[config.mk]
export PLATFORM = sky130hd
export DESIGN_NAME = irq_ctl_top
export DESIGN_NICKNAME = d
export VERILOG_FILES = /design/src/rtl/irq_ctl_pkg.sv /design/src/rtl/irq_ctl_regs.sv /design/src/rtl/irq_ctl_arb.sv /design/src/rtl/irq_ctl_stack.sv /design/src/rtl/irq_ctl_top.sv
export SDC_FILE = /design/constraint.sdc
export NUM_CORES = 1
export LEC_CHECK = 0
export BUFFER_PORTS_ARGS = -buffer_cell sky130_fd_sc_hd__buf_2
export CAP_MARGIN = 20
export CORE_MARGIN = 1.5
export CORE_UTILIZATION = 56
export DETAILED_ROUTE_END_ITERATION = 8
export PLACE_DENSITY = 0.88
export RECOVER_POWER = 100
export SLEW_MARGIN = 20
export SYNTH_ARGS = -nofsm -noshare
export SYNTH_HDL_FRONTEND = slang
export SYNTH_SLANG_ARGS = --single-unit
[constraint.sdc]
create_clock -name clk -period 17.06 [get_ports clk]
set_input_delay 3.412 -clock clk [delete_from_list [all_inputs] [get_ports clk]]
set_output_delay 3.412 -clock clk [all_outputs]
set_load 0.05 [all_outputs]
[src/rtl/irq_ctl_pkg.sv]
package irq_ctl_pkg;
    localparam int unsigned ADDR_W   = 4;
    localparam int unsigned DATA_W   = 32;
    localparam int unsigned EXC_W    = 9;
    localparam int unsigned EXC_BASE = 16;
    localparam int unsigned PEND_LSB = 12;
    localparam int unsigned ANY_BIT  = 22;

    localparam logic [ADDR_W-1:0] ADR_EN_SET = 4'd0;
    localparam logic [ADDR_W-1:0] ADR_EN_CLR = 4'd1;
    localparam logic [ADDR_W-1:0] ADR_PD_SET = 4'd2;
    localparam logic [ADDR_W-1:0] ADR_PD_CLR = 4'd3;
    localparam logic [ADDR_W-1:0] ADR_PRIO0  = 4'd4;
    localparam logic [ADDR_W-1:0] ADR_MASK   = 4'd7;
    localparam logic [ADDR_W-1:0] ADR_STAT   = 4'd8;
endpackage

[src/rtl/irq_ctl_regs.sv]
module irq_ctl_regs
    import irq_ctl_pkg::*;
#(
    parameter int unsigned N  = 9,
    parameter int unsigned PW = 2
) (
    input  logic                    clk,
    input  logic                    rst_n,
    input  logic                    wr,
    input  logic [ADDR_W-1:0]       addr,
    input  logic [DATA_W-1:0]       wdata,
    input  logic [N-1:0]            irq_in,
    input  logic [N-1:0]            take_clr,
    output logic [N-1:0]            en_o,
    output logic [N-1:0]            pend_o,
    output logic [N-1:0][PW-1:0]    prio_o,
    output logic                    mask_o
);
    localparam int unsigned PRIO_REGS = (N + 3) / 4;

    typedef struct packed {
        logic [N-1:0]         en;
        logic [N-1:0]         pend;
        logic [N-1:0][PW-1:0] prio;
        logic                 mask;
    } regs_t;

    regs_t s_d, s_q;

    always_comb begin
        logic [N-1:0] en_set, en_clr, pd_set, pd_clr;
        int base;
        s_d    = s_q;
        en_set = (wr && addr == ADR_EN_SET) ? wdata[N-1:0] : '0;
        en_clr = (wr && addr == ADR_EN_CLR) ? wdata[N-1:0] : '0;
        pd_set = (wr && addr == ADR_PD_SET) ? wdata[N-1:0] : '0;
        pd_clr = (wr && addr == ADR_PD_CLR) ? wdata[N-1:0] : '0;

        s_d.en   = (s_q.en | en_set) & ~en_clr;
        s_d.pend = (s_q.pend & ~pd_clr & ~take_clr) | pd_set | irq_in;

        base = (int'(addr) - int'(ADR_PRIO0)) * 4;
        if (wr && addr >= ADR_PRIO0 && addr < ADR_PRIO0 + ADDR_W'(PRIO_REGS)) begin
            for (int j = 0; j < 4; j++) begin
                if (base + j < int'(N)) begin
                    s_d.prio[base + j] = wdata[8*j + 8 - PW +: PW];
                end
            end
        end

        if (wr && addr == ADR_MASK) begin
            s_d.mask = wdata[0];
        end
    end

    always_ff @(posedge clk or negedge rst_n) begin
        if (!rst_n) begin
            s_q <= '0;
        end else begin
            s_q <= s_d;
        end
    end

    assign en_o   = s_q.en;
    assign pend_o = s_q.pend;
    assign prio_o = s_q.prio;
    assign mask_o = s_q.mask;

    // writing only zeros to the set-enable address leaves enables alone
    p_zero_write_r2: assert property (@(posedge clk) disable iff (!rst_n)
        (wr && addr == ADR_EN_SET && wdata[N-1:0] == '0) |=> $stable(en_o));

    // a line sampled high is pending after the edge
    p_level_pends_r3: assert property (@(posedge clk) disable iff (!rst_n)
        (|irq_in) |=> ((pend_o & $past(irq_in)) == $past(irq_in)));
endmodule

[src/rtl/irq_ctl_arb.sv]
module irq_ctl_arb #(
    parameter int unsigned N  = 9,
    parameter int unsigned PW = 2,
    localparam int unsigned IW = (N > 1) ? $clog2(N) : 1
) (
    input  logic [N-1:0]         cand,
    input  logic [N-1:0][PW-1:0] prio,
    output logic                 valid,
    output logic [IW-1:0]        idx,
    output logic [PW-1:0]        best_prio
);
    always_comb begin
        valid     = 1'b0;
        idx       = '0;
        best_prio = '1;
        for (int i = N - 1; i >= 0; i--) begin
            if (cand[i] && (!valid || prio[i] <= best_prio)) begin
                valid     = 1'b1;
                idx       = IW'(i);
                best_prio = prio[i];
            end
        end
    end

    // the winner is always one of the candidates
    always_comb begin
        if (valid) begin
            p_pick_cand_r6: assert (cand[idx]);
        end
    end
endmodule

[src/rtl/irq_ctl_stack.sv]
module irq_ctl_stack #(
    parameter int unsigned N  = 9,
    parameter int unsigned PW = 2,
    localparam int unsigned IW    = (N > 1) ? $clog2(N) : 1,
    localparam int unsigned DEPTH = 1 << PW,
    localparam int unsigned CW    = $clog2(DEPTH + 1),
    localparam int unsigned RW    = PW + 1
) (
    input  logic          clk,
    input  logic          rst_n,
    input  logic          push,
    input  logic [IW-1:0] push_idx,
    input  logic [PW-1:0] push_prio,
    input  logic          pop,
    output logic          top_valid,
    output logic [IW-1:0] top_idx,
    output logic [RW-1:0] run_prio,
    output logic [N-1:0]  act_o
);
    typedef struct packed {
        logic [DEPTH-1:0][IW-1:0] idx;
        logic [DEPTH-1:0][PW-1:0] pr;
        logic [CW-1:0]            cnt;
        logic [N-1:0]             act;
    } stk_t;

    stk_t s_d, s_q;
    logic [CW-1:0] tp;

    always_comb begin
        tp        = s_q.cnt - CW'(1);
        top_valid = (s_q.cnt != '0);
        top_idx   = top_valid ? s_q.idx[tp] : '0;
        run_prio  = top_valid ? {1'b0, s_q.pr[tp]} : RW'(DEPTH);
    end

    always_comb begin
        s_d = s_q;
        if (pop) begin
            if (top_valid) begin
                s_d.act[top_idx] = 1'b0;
                s_d.cnt          = s_q.cnt - CW'(1);
            end
        end else if (push) begin
            s_d.idx[s_q.cnt[CW-2:0]] = push_idx;
            s_d.pr[s_q.cnt[CW-2:0]]  = push_prio;
            s_d.act[push_idx]        = 1'b1;
            s_d.cnt                  = s_q.cnt + CW'(1);
        end
    end

    always_ff @(posedge clk or negedge rst_n) begin
        if (!rst_n) begin
            s_q <= '0;
        end else begin
            s_q <= s_d;
        end
    end

    assign act_o = s_q.act;

    // nesting never exceeds one level per priority value
    p_no_overflow_r9: assert property (@(posedge clk) disable iff (!rst_n)
        (push && !pop) |-> (s_q.cnt < CW'(DEPTH)));

    // a push only happens with a strictly more urgent priority
    p_push_strict_r9: assert property (@(posedge clk) disable iff (!rst_n)
        (push && !pop) |-> ({1'b0, push_prio} < run_prio));

    // an accepted line is active afterwards
    p_push_sets_r8: assert property (@(posedge clk) disable iff (!rst_n)
        (push && !pop) |=> act_o[$past(push_idx)]);

    // a return deactivates the innermost line
    p_pop_clears_r10: assert property (@(posedge clk) disable iff (!rst_n)
        (pop && top_valid) |=> !act_o[$past(top_idx)]);

    // the active set and the stack occupancy agree
    p_act_count_r9: assert property (@(posedge clk) disable iff (!rst_n)
        $countones(act_o) == int'(s_q.cnt));
endmodule

[src/rtl/irq_ctl_top.sv]
module irq_ctl_top
    import irq_ctl_pkg::*;
#(
    parameter int unsigned NUM_IRQ = 9,
    parameter int unsigned PRIO_W  = 2
) (
    input  logic                clk,
    input  logic                rst_n,
    input  logic                reg_wr,
    input  logic [3:0]          reg_addr,
    input  logic [31:0]         reg_wdata,
    output logic [31:0]         reg_rdata,
    input  logic [NUM_IRQ-1:0]  irq_in,
    input  logic                cpu_take,
    input  logic                cpu_ret,
    output logic                cpu_req,
    output logic [8:0]          cpu_vec,
    output logic [8:0]          cpu_act
);
    localparam int unsigned IW        = (NUM_IRQ > 1) ? $clog2(NUM_IRQ) : 1;
    localparam int unsigned RW        = PRIO_W + 1;
    localparam int unsigned PRIO_REGS = (NUM_IRQ + 3) / 4;

    logic [NUM_IRQ-1:0]             en, pend, act, cand, take_clr;
    logic [NUM_IRQ-1:0][PRIO_W-1:0] prio;
    logic                           mask;
    logic                           best_valid, top_valid, push;
    logic [IW-1:0]                  best_idx, top_idx;
    logic [PRIO_W-1:0]              best_prio;
    logic [RW-1:0]                  run_prio;

    irq_ctl_regs #(.N(NUM_IRQ), .PW(PRIO_W)) u_regs (
        .clk(clk), .rst_n(rst_n), .wr(reg_wr), .addr(reg_addr),
        .wdata(reg_wdata), .irq_in(irq_in), .take_clr(take_clr),
        .en_o(en), .pend_o(pend), .prio_o(prio), .mask_o(mask)
    );

    assign cand = pend & en & ~act;

    irq_ctl_arb #(.N(NUM_IRQ), .PW(PRIO_W)) u_arb (
        .cand(cand), .prio(prio), .valid(best_valid),
        .idx(best_idx), .best_prio(best_prio)
    );

    irq_ctl_stack #(.N(NUM_IRQ), .PW(PRIO_W)) u_stk (
        .clk(clk), .rst_n(rst_n), .push(push), .push_idx(best_idx),
        .push_prio(best_prio), .pop(cpu_ret), .top_valid(top_valid),
        .top_idx(top_idx), .run_prio(run_prio), .act_o(act)
    );

    always_comb begin
        cpu_req  = !mask && best_valid && ({1'b0, best_prio} < run_prio);
        push     = cpu_take && cpu_req && !cpu_ret;
        take_clr = '0;
        if (push) begin
            take_clr[best_idx] = 1'b1;
        end
        cpu_vec = best_valid ? 9'(EXC_BASE) + 9'(best_idx) : '0;
        cpu_act = top_valid  ? 9'(EXC_BASE) + 9'(top_idx)  : '0;
    end

    always_comb begin
        int base;
        reg_rdata = '0;
        base      = (int'(reg_addr) - int'(ADR_PRIO0)) * 4;
        if (reg_addr == ADR_EN_SET || reg_addr == ADR_EN_CLR) begin
            reg_rdata[NUM_IRQ-1:0] = en;
        end else if (reg_addr == ADR_PD_SET || reg_addr == ADR_PD_CLR) begin
            reg_rdata[NUM_IRQ-1:0] = pend;
        end else if (reg_addr == ADR_MASK) begin
            reg_rdata[0] = mask;
        end else if (reg_addr == ADR_STAT) begin
            reg_rdata[EXC_W-1:0]            = cpu_act;
            reg_rdata[PEND_LSB +: EXC_W]    = cpu_vec;
            reg_rdata[ANY_BIT]              = |pend;
        end else if (reg_addr >= ADR_PRIO0 && reg_addr < ADR_PRIO0 + 4'(PRIO_REGS)) begin
            for (int j = 0; j < 4; j++) begin
                if (base + j < int'(NUM_IRQ)) begin
                    reg_rdata[8*j + 8 - PRIO_W +: PRIO_W] = prio[base + j];
                end
            end
        end
    end

    // only enabled lines are ever offered
    p_disabled_r5: assert property (@(posedge clk) disable iff (!rst_n)
        cpu_req |-> en[best_idx]);

    // a take under the mask leaves the active set unchanged
    p_mask_hold_r7: assert property (@(posedge clk) disable iff (!rst_n)
        (mask && cpu_take && !cpu_ret) |=> $stable(act));

    // a line already running is never offered again
    p_no_retake_r11: assert property (@(posedge clk) disable iff (!rst_n)
        cpu_req |-> !act[best_idx]);
endmodule

== Word level (Yosys, flattened, before mapping) ==
Index checks and enable logic that the tools add are counted.

* Register bits: 73
* Input port bits: 50
* Output and inout bits: 51
* Word-level logic and storage cells: 248

* Add/subtract/negate cells: 8
* Order comparisons: 30
* Equal/unequal tests: 6
* Muxes and demuxes: 113
* Bitwise operators: 16
* Reduce and logical (&&, ||, !) cells: 53

{| class="wikitable"
|+ Operator list
! kind !! count
|-
| greater-or-equal comparator 32 x 1 -> 1 bit, second input constant || 4
|-
| less-than comparator 32 x 5 -> 1 bit, second input constant || 4
|-
| less-than comparator 32 x 6 -> 1 bit, second input constant || 4
|-
| two-way mux 18 bit || 7
|-
| two-way mux 2 bit || 42
|-
| bitwise mux 18 bit || 4
|-
| adder 32 x 3 -> 32 bit, second input constant || 2
|-
| two-way mux 9 bit || 7
|-
| AND 9 bit || 6
|-
| two-way mux 4 bit || 12
|-
| NOT 9 bit || 5
|-
| two-way mux 12 bit || 3
|-
| two-way mux 6 bit || 6
|-
| bitwise OR 9 bit || 4
|-
| adder 32 x 2 -> 32 bit, second input constant || 1
|-
| logical AND 1 bit || 27
|-
| binary-select mux 2 bit (select 4 bit) || 3
|-
| demux 2 bit (select 4 bit) || 3
|-
| bitwise mux 16 bit || 1
|-
| less-or-equal comparator 2 bit || 8
|-
| two-way mux 1 bit || 14
|-
| adder 5 x 4 -> 6 bit, first input constant || 2
|-
| logical NOT 1 bit || 10
|-
| logical OR 1 bit || 10
|-
| 30 further kinds || 37
|}

== Depth between registers and ports, before layout ==
* Word-level depth: 44
* Mapped depth: 56
* Mapped depth without buffers: 55

== Cells and area by module ==
A second synthesis with hierarchy kept.

* Cell total of the unflattened synthesis: 575
* Area total of the unflattened synthesis: 5467.7 um^2

{| class="wikitable"
|+ By module, submodules not included
! module !! instances !! cells an instance !! area an instance (um^2) !! sequential area each (um^2)
|-
| irq_ctl_stack || 1 || 147 || 1836.8 || 900.9
|-
| irq_ctl_regs || 1 || 131 || 1665.3 || 925.9
|-
| irq_ctl_top || 1 || 161 || 1024.7 || 0.0
|-
| irq_ctl_arb || 1 || 136 || 940.9 || 0.0
|}

== Worst setup path before layout ==
No wires, ideal clock.

* Path type: reg2out
* Start point: reg u_stk.s_q, in the netlist u_stk.act_o[8]
* End point: out reg_rdata[15]
* Arrival time: 11966 ps
* Required time: 13648 ps
* Slack: 1682 ps
* Cell stages (with the launch flop): 51
* Buffers on the path: 0
* Cell sequence: dfrtp_1 > and3b_4 > nand2b_1 > ha_1 > nor2b_1 > a2bb2oi_1 > a21o_1 > o21ai_0 > ha_1 > a222oi_1 > nand2b_1 > o211ai_1 > and2_1 > ha_1 > nor2b_1 > o21ai_0 > o21ai_1 > nor2_1 > (+15 left out) > o21ai_0 > a22oi_1 > mux2_2 > or2_2 > ha_1 > nand2_1 > o21ai_0 > o21ai_1 > mux2i_1 > a31o_2 > ha_1 > nor2b_1 > o21ai_0 > o21ai_2 > nand3_1 > nor4_1 > inv_1 > o22ai_1

* Word-level cells in the longest chain between the ends: 41
* Elaborated cells on any way between the ends: 66
* Classes of those cells: add/sub (1); order compare (8); mux (31); bitwise (2); reduce/logical (24)

{| class="wikitable"
|+ Ends and longest elaborated chain
! element !! RTL line !! source
|-
| start: declaration || irq_ctl_stack.sv:27 || <nowiki>stk_t s_d, s_q;</nowiki>
|-
| start signal: assignment || irq_ctl_stack.sv:54 || <nowiki>s_q <= '0;</nowiki>
|-
| start signal: assignment || irq_ctl_stack.sv:56 || <nowiki>s_q <= s_d;</nowiki>
|-
| NOT 9 bit (*) || irq_ctl_top.sv:38 || <nowiki>assign cand = pend & en & ~act;</nowiki>
|-
| AND 9 bit (*) || irq_ctl_top.sv:38 ||
|-
| two-way mux 2 bit / two-way mux 1 bit (equally long branches) || irq_ctl_arb.sv:17 || <nowiki>if (cand[i] && (!valid || prio[i] <= best_prio)) begin</nowiki>
|-
| less-or-equal comparator 2 bit / logical NOT 1 bit (equally long branches) || irq_ctl_arb.sv:17 ||
|-
| logical OR 1 bit || irq_ctl_arb.sv:17 ||
|-
| logical AND 1 bit || irq_ctl_arb.sv:17 ||
|-
| two-way mux 2 bit / two-way mux 1 bit (equally long branches) || irq_ctl_arb.sv:17 ||
|-
| less-or-equal comparator 2 bit / logical NOT 1 bit (equally long branches) || irq_ctl_arb.sv:17 ||
|-
| (+26 left out) || n/a ||
|-
| two-way mux 4 bit || irq_ctl_arb.sv:17 ||
|-
| adder 5 x 4 -> 6 bit || irq_ctl_top.sv:58 || <nowiki>cpu_vec = best_valid ? 9'(EXC_BASE) + 9'(best_idx) : '0;</nowiki>
|-
| two-way mux 6 bit (*) || irq_ctl_top.sv:58 ||
|-
| named net cpu_vec[3] || irq_ctl_top.sv:17 || <nowiki>output logic [8:0] cpu_vec,</nowiki>
|-
| two-way mux 2 bit (*) || irq_ctl_top.sv:72 || <nowiki>end else if (reg_addr == ADR_STAT) begin</nowiki>
|-
| two-way mux 6 bit (*) || irq_ctl_top.sv:70 || <nowiki>end else if (reg_addr == ADR_MASK) begin</nowiki>
|-
| two-way mux 6 bit (*) || irq_ctl_top.sv:68 || <nowiki>end else if (reg_addr == ADR_PD_SET || reg_addr == ADR_PD_CLR) begin</nowiki>
|-
| two-way mux 6 bit (*) || irq_ctl_top.sv:66 || <nowiki>if (reg_addr == ADR_EN_SET || reg_addr == ADR_EN_CLR) begin</nowiki>
|-
| end: declaration || irq_ctl_top.sv:12 || <nowiki>output logic [31:0] reg_rdata,</nowiki>
|}

Mark *: on every way through the listed nets, which the timed path passes. The rest lies on a longest branch.

== Final worst setup path ==
* Start point: reg u_stk.s_q, in the netlist u_stk.act_o[8]
* End point: out cpu_req

* Word-level cells in the longest chain between the ends: 37
* Elaborated cells on any way between the ends: 55
* Classes of those cells: order compare (9); mux (18); bitwise (2); reduce/logical (26)

{| class="wikitable"
|+ Ends and longest elaborated chain
! element !! RTL line !! source
|-
| NOT 9 bit (*) || irq_ctl_top.sv:38 ||
|-
| AND 9 bit (*) || irq_ctl_top.sv:38 ||
|-
| two-way mux 2 bit / two-way mux 1 bit (equally long branches) || irq_ctl_arb.sv:17 ||
|-
| less-or-equal comparator 2 bit / logical NOT 1 bit (equally long branches) || irq_ctl_arb.sv:17 ||
|-
| logical OR 1 bit || irq_ctl_arb.sv:17 ||
|-
| logical AND 1 bit || irq_ctl_arb.sv:17 ||
|-
| two-way mux 2 bit / two-way mux 1 bit (equally long branches) || irq_ctl_arb.sv:17 ||
|-
| less-or-equal comparator 2 bit / logical NOT 1 bit (equally long branches) || irq_ctl_arb.sv:17 ||
|-
| (+22 left out) || n/a ||
|-
| two-way mux 2 bit / two-way mux 1 bit (equally long branches) || irq_ctl_arb.sv:17 ||
|-
| less-or-equal comparator 2 bit / logical NOT 1 bit (equally long branches) || irq_ctl_arb.sv:17 ||
|-
| logical OR 1 bit || irq_ctl_arb.sv:17 ||
|-
| logical AND 1 bit || irq_ctl_arb.sv:17 ||
|-
| two-way mux 2 bit (*) || irq_ctl_arb.sv:17 ||
|-
| named net best_prio[1] || irq_ctl_top.sv:29 || <nowiki>logic [PRIO_W-1:0] best_prio;</nowiki>
|-
| less-than comparator 2 x 3 -> 1 bit (*) || irq_ctl_top.sv:52 || <nowiki>cpu_req = !mask && best_valid && ({1'b0, best_prio} < run_prio);</nowiki>
|-
| logical AND 1 bit (*) || irq_ctl_top.sv:52 ||
|-
| end: declaration || irq_ctl_top.sv:16 || <nowiki>output logic cpu_req,</nowiki>
|}

Marked as above.

==> metrics.txt <==
Post-CTS Setup Inserts=0; DR DRC count=0; crit path launch type=flop; Net Sw Power=0.642 mW; ANT nets after route=0; Avg Cell Area, Syn=9.39 um2; largest net degree at the start of global routing=74; Post-Route Utilization=63.2%; Sw Share=53.6%; H-tree Lvls=3; top cell type's share of synthesized area=37.8%; die height=95.9 um; CTS tree=done; CTS Root Cell=clkbuf_8; # hold bufs at CTS=0; clock power share=10.3%; die width=95.9 um; violation count after the first detailed-route iteration=232; most frequent cells in the layout=dfrtp_1, nand2_1, mux2_2; yosys warns=0; CTS max path bufs=2; Data required, critical path=13650 ps; I/O Pins=101; Final Max Slew Viols=74; max-cap viol count=1; Syn Inst Count=515; nets=643; Detailed Route WL=12500 um; initial antenna violation count=0; crit-path max FO=8; vias in the first global route=4095; critical-path cell with the highest stage delay=o21ai_0; vias=4245; Place WS=1990 ps; Yosys top cell by area=dfrtp_1; Final TNS setup=0 ps; share of flip-flops with an asynchronous set or reset=100%; routability cong.=0.933; Distinct cells, synth=60; CP max stage delay=640 ps; most used cell, CP=ha_1; antenna fix cells=0; Initial DRT Pass Iterations=7; final worst path period need=15950 ps; Slew @ Worst Pin=3930 ps; Worst Path Buf+Inv=1; Seq/Total Area, Yosys=37.8%; Vias/cell=6.23; period utilisation layout=93.5%; remaining global-route overflow=0; Detail Placement HPWL=9470 um; port buffer count=61; RSZ-0062 raised after global routing=false; power density over the cells=228 nW/um2; Die ar.=9200 um2; final setup fails=0; Fin. Hold Viols=0; core box area=8300 um2; Cell Int Power=0.555 mW; Max rail drop VDD=256 uV; power share of the combinational group=66.5%; Worst path top cell family by delay=compound AO/OA/AOI/OAI gates; Area Overhead vs Synth=8.44%; clk_lat worst skew=350 ps; Max Fclk=62.7 MHz; Top FF cell, synth=dfrtp_1; all-layer global routing usage=28.8%; first-pass GRT wire length=19900 um; critical path class=flop to output pin; cts repair resizes=0; most common cell after layout, fill and taps aside=dfrtp_1; violated checks=max-capacitance violations, max-slew violations; Hold Path Class=flop to flop; post-synthesis instance area=4830 um2; leakage=2.43 nW; layout cell share with drive strength beyond 1=18.2%; Final Skew=15.0 ps; final worst setup slack=1110 ps; Initial Util=58.3%; # clock sinks=73; CTS Buf Count=9; Max transition margin=-162%; Synth Register Bits=73; critical path arrival=12540 ps; sequential power share=23.2%; drt wl/cell=18.4 um; clock-pin slew on the worst setup and hold paths=80 ps; # rows=33; Area contributors post-synth=dfrtp_1, mux2_2, ha_1; Worst Setup End Kind=output pin; Post-synth EDFFs=0; outcome=finished with violations
[through the flow]
| step | hold WS, ps | instance area (um2) | std cells | power, mW |
|---|---|---|---|---|
| final | 511 | 5240 | 681 | 1.20 |
| after CTS | 506 | 5290 | 681 | 1.20 |
| after global placement | 478 | 5120 | 665 | 1.04 |
| after global routing | 522 | 5240 | 681 | 1.28 |
| after detailed placement | 485 | 5120 | 665 | 1.07 |
| after floorplan | 456 | 4910 | 536 | 0.879 |
[sequential cells by signal, summed over array words and instances (netlist names)]
signal / flops
u_stk.s_q: 27
u_stk.act_o: 9
u_regs.prio_o: 18
u_regs.en_o: 9
u_regs.mask_o: 1
u_regs.pend_o: 9
[routing by layer]
metal / wire [um] / GRT usage [%] / share of wire [%] / vias to the layer above
met5: 0 / 0 / 0 / -
met2: 6000 / 47.2 / 48 / 230
met4: 348 / 11.6 / 2.8 / 0
met3: 1090 / 6.00 / 8.7 / 39
li1: - / - / - / 1924
met1: 5080 / 37.1 / 41 / 2052
[final cells by class]
class / count / area, um2
Sequential cell: 73 / 1830
Clock buffer: 10 / 128
Tap cell: 105 / 131
Multi-Input combinational cell: 397 / 2730
Fill cell: 697 / 3060
Clock inverter: 6 / 42.5
Timing Repair Buffer: 64 / 288
Inverter: 26 / 97.6
[cells in the mapped netlist, drive strengths merged (6+ instances only)]
master / count
o21ai: 35
a21boi: 8
nand3: 11
mux2i: 13
mux2: 41
dfrtp: 73
a21oi: 36
nor3: 9
nor2b: 12
nand2b: 7
nand2: 60
mux4: 6
clkbuf: 11
nor2: 31
a221o: 6
ha: 22
inv: 25
buf: 29
[path summary, 6_finish.rpt]
path                           startpoint  cells after the start           endpoint  slack, ps
min                         u_stk.s_q[25]                      1      u_stk.s_q[25]        510
max reg2reg                u_stk.act_o[8]                     53      u_stk.s_q[12]       3410
min reg2reg                 u_stk.s_q[25]                      1      u_stk.s_q[25]        510
max in group asynchronous           rst_n                      2      u_stk.s_q[17]      10320
min in group asynchronous           rst_n                      2  u_regs.prio_o[15]       4520
max                        u_stk.act_o[8]                     51            cpu_req       1110
[kinds of logic (layout without fill, tap and decap cells)]
logic type	Yosys count	in the layout	share of synthesized area [%]
DFF	73	73	37.8
and+or+nand+nor	168	168	17.6
AOI/OAI and AO/OA	123	123	16.3
adders and majority gates	22	22	5.69
buffers and inverters	66	106	7.17
muxes	60	60	15.0
xor gates and xnor gates	2	2	0.362
other	1	22	0.0776
[power by group through the flow]
stage	sequential, mW	combinational (mW)	clock (mW)
3_5_place_dp	0.279	0.795	0
6_report	0.278	0.796	0.123
3_3_place_gp	0.275	0.761	0
5_1_grt	0.285	0.866	0.131
2_1_floorplan	0.258	0.621	0
4_1_cts	0.276	0.799	0.123
Note: power is estimated with default switching activity, not from simulation.
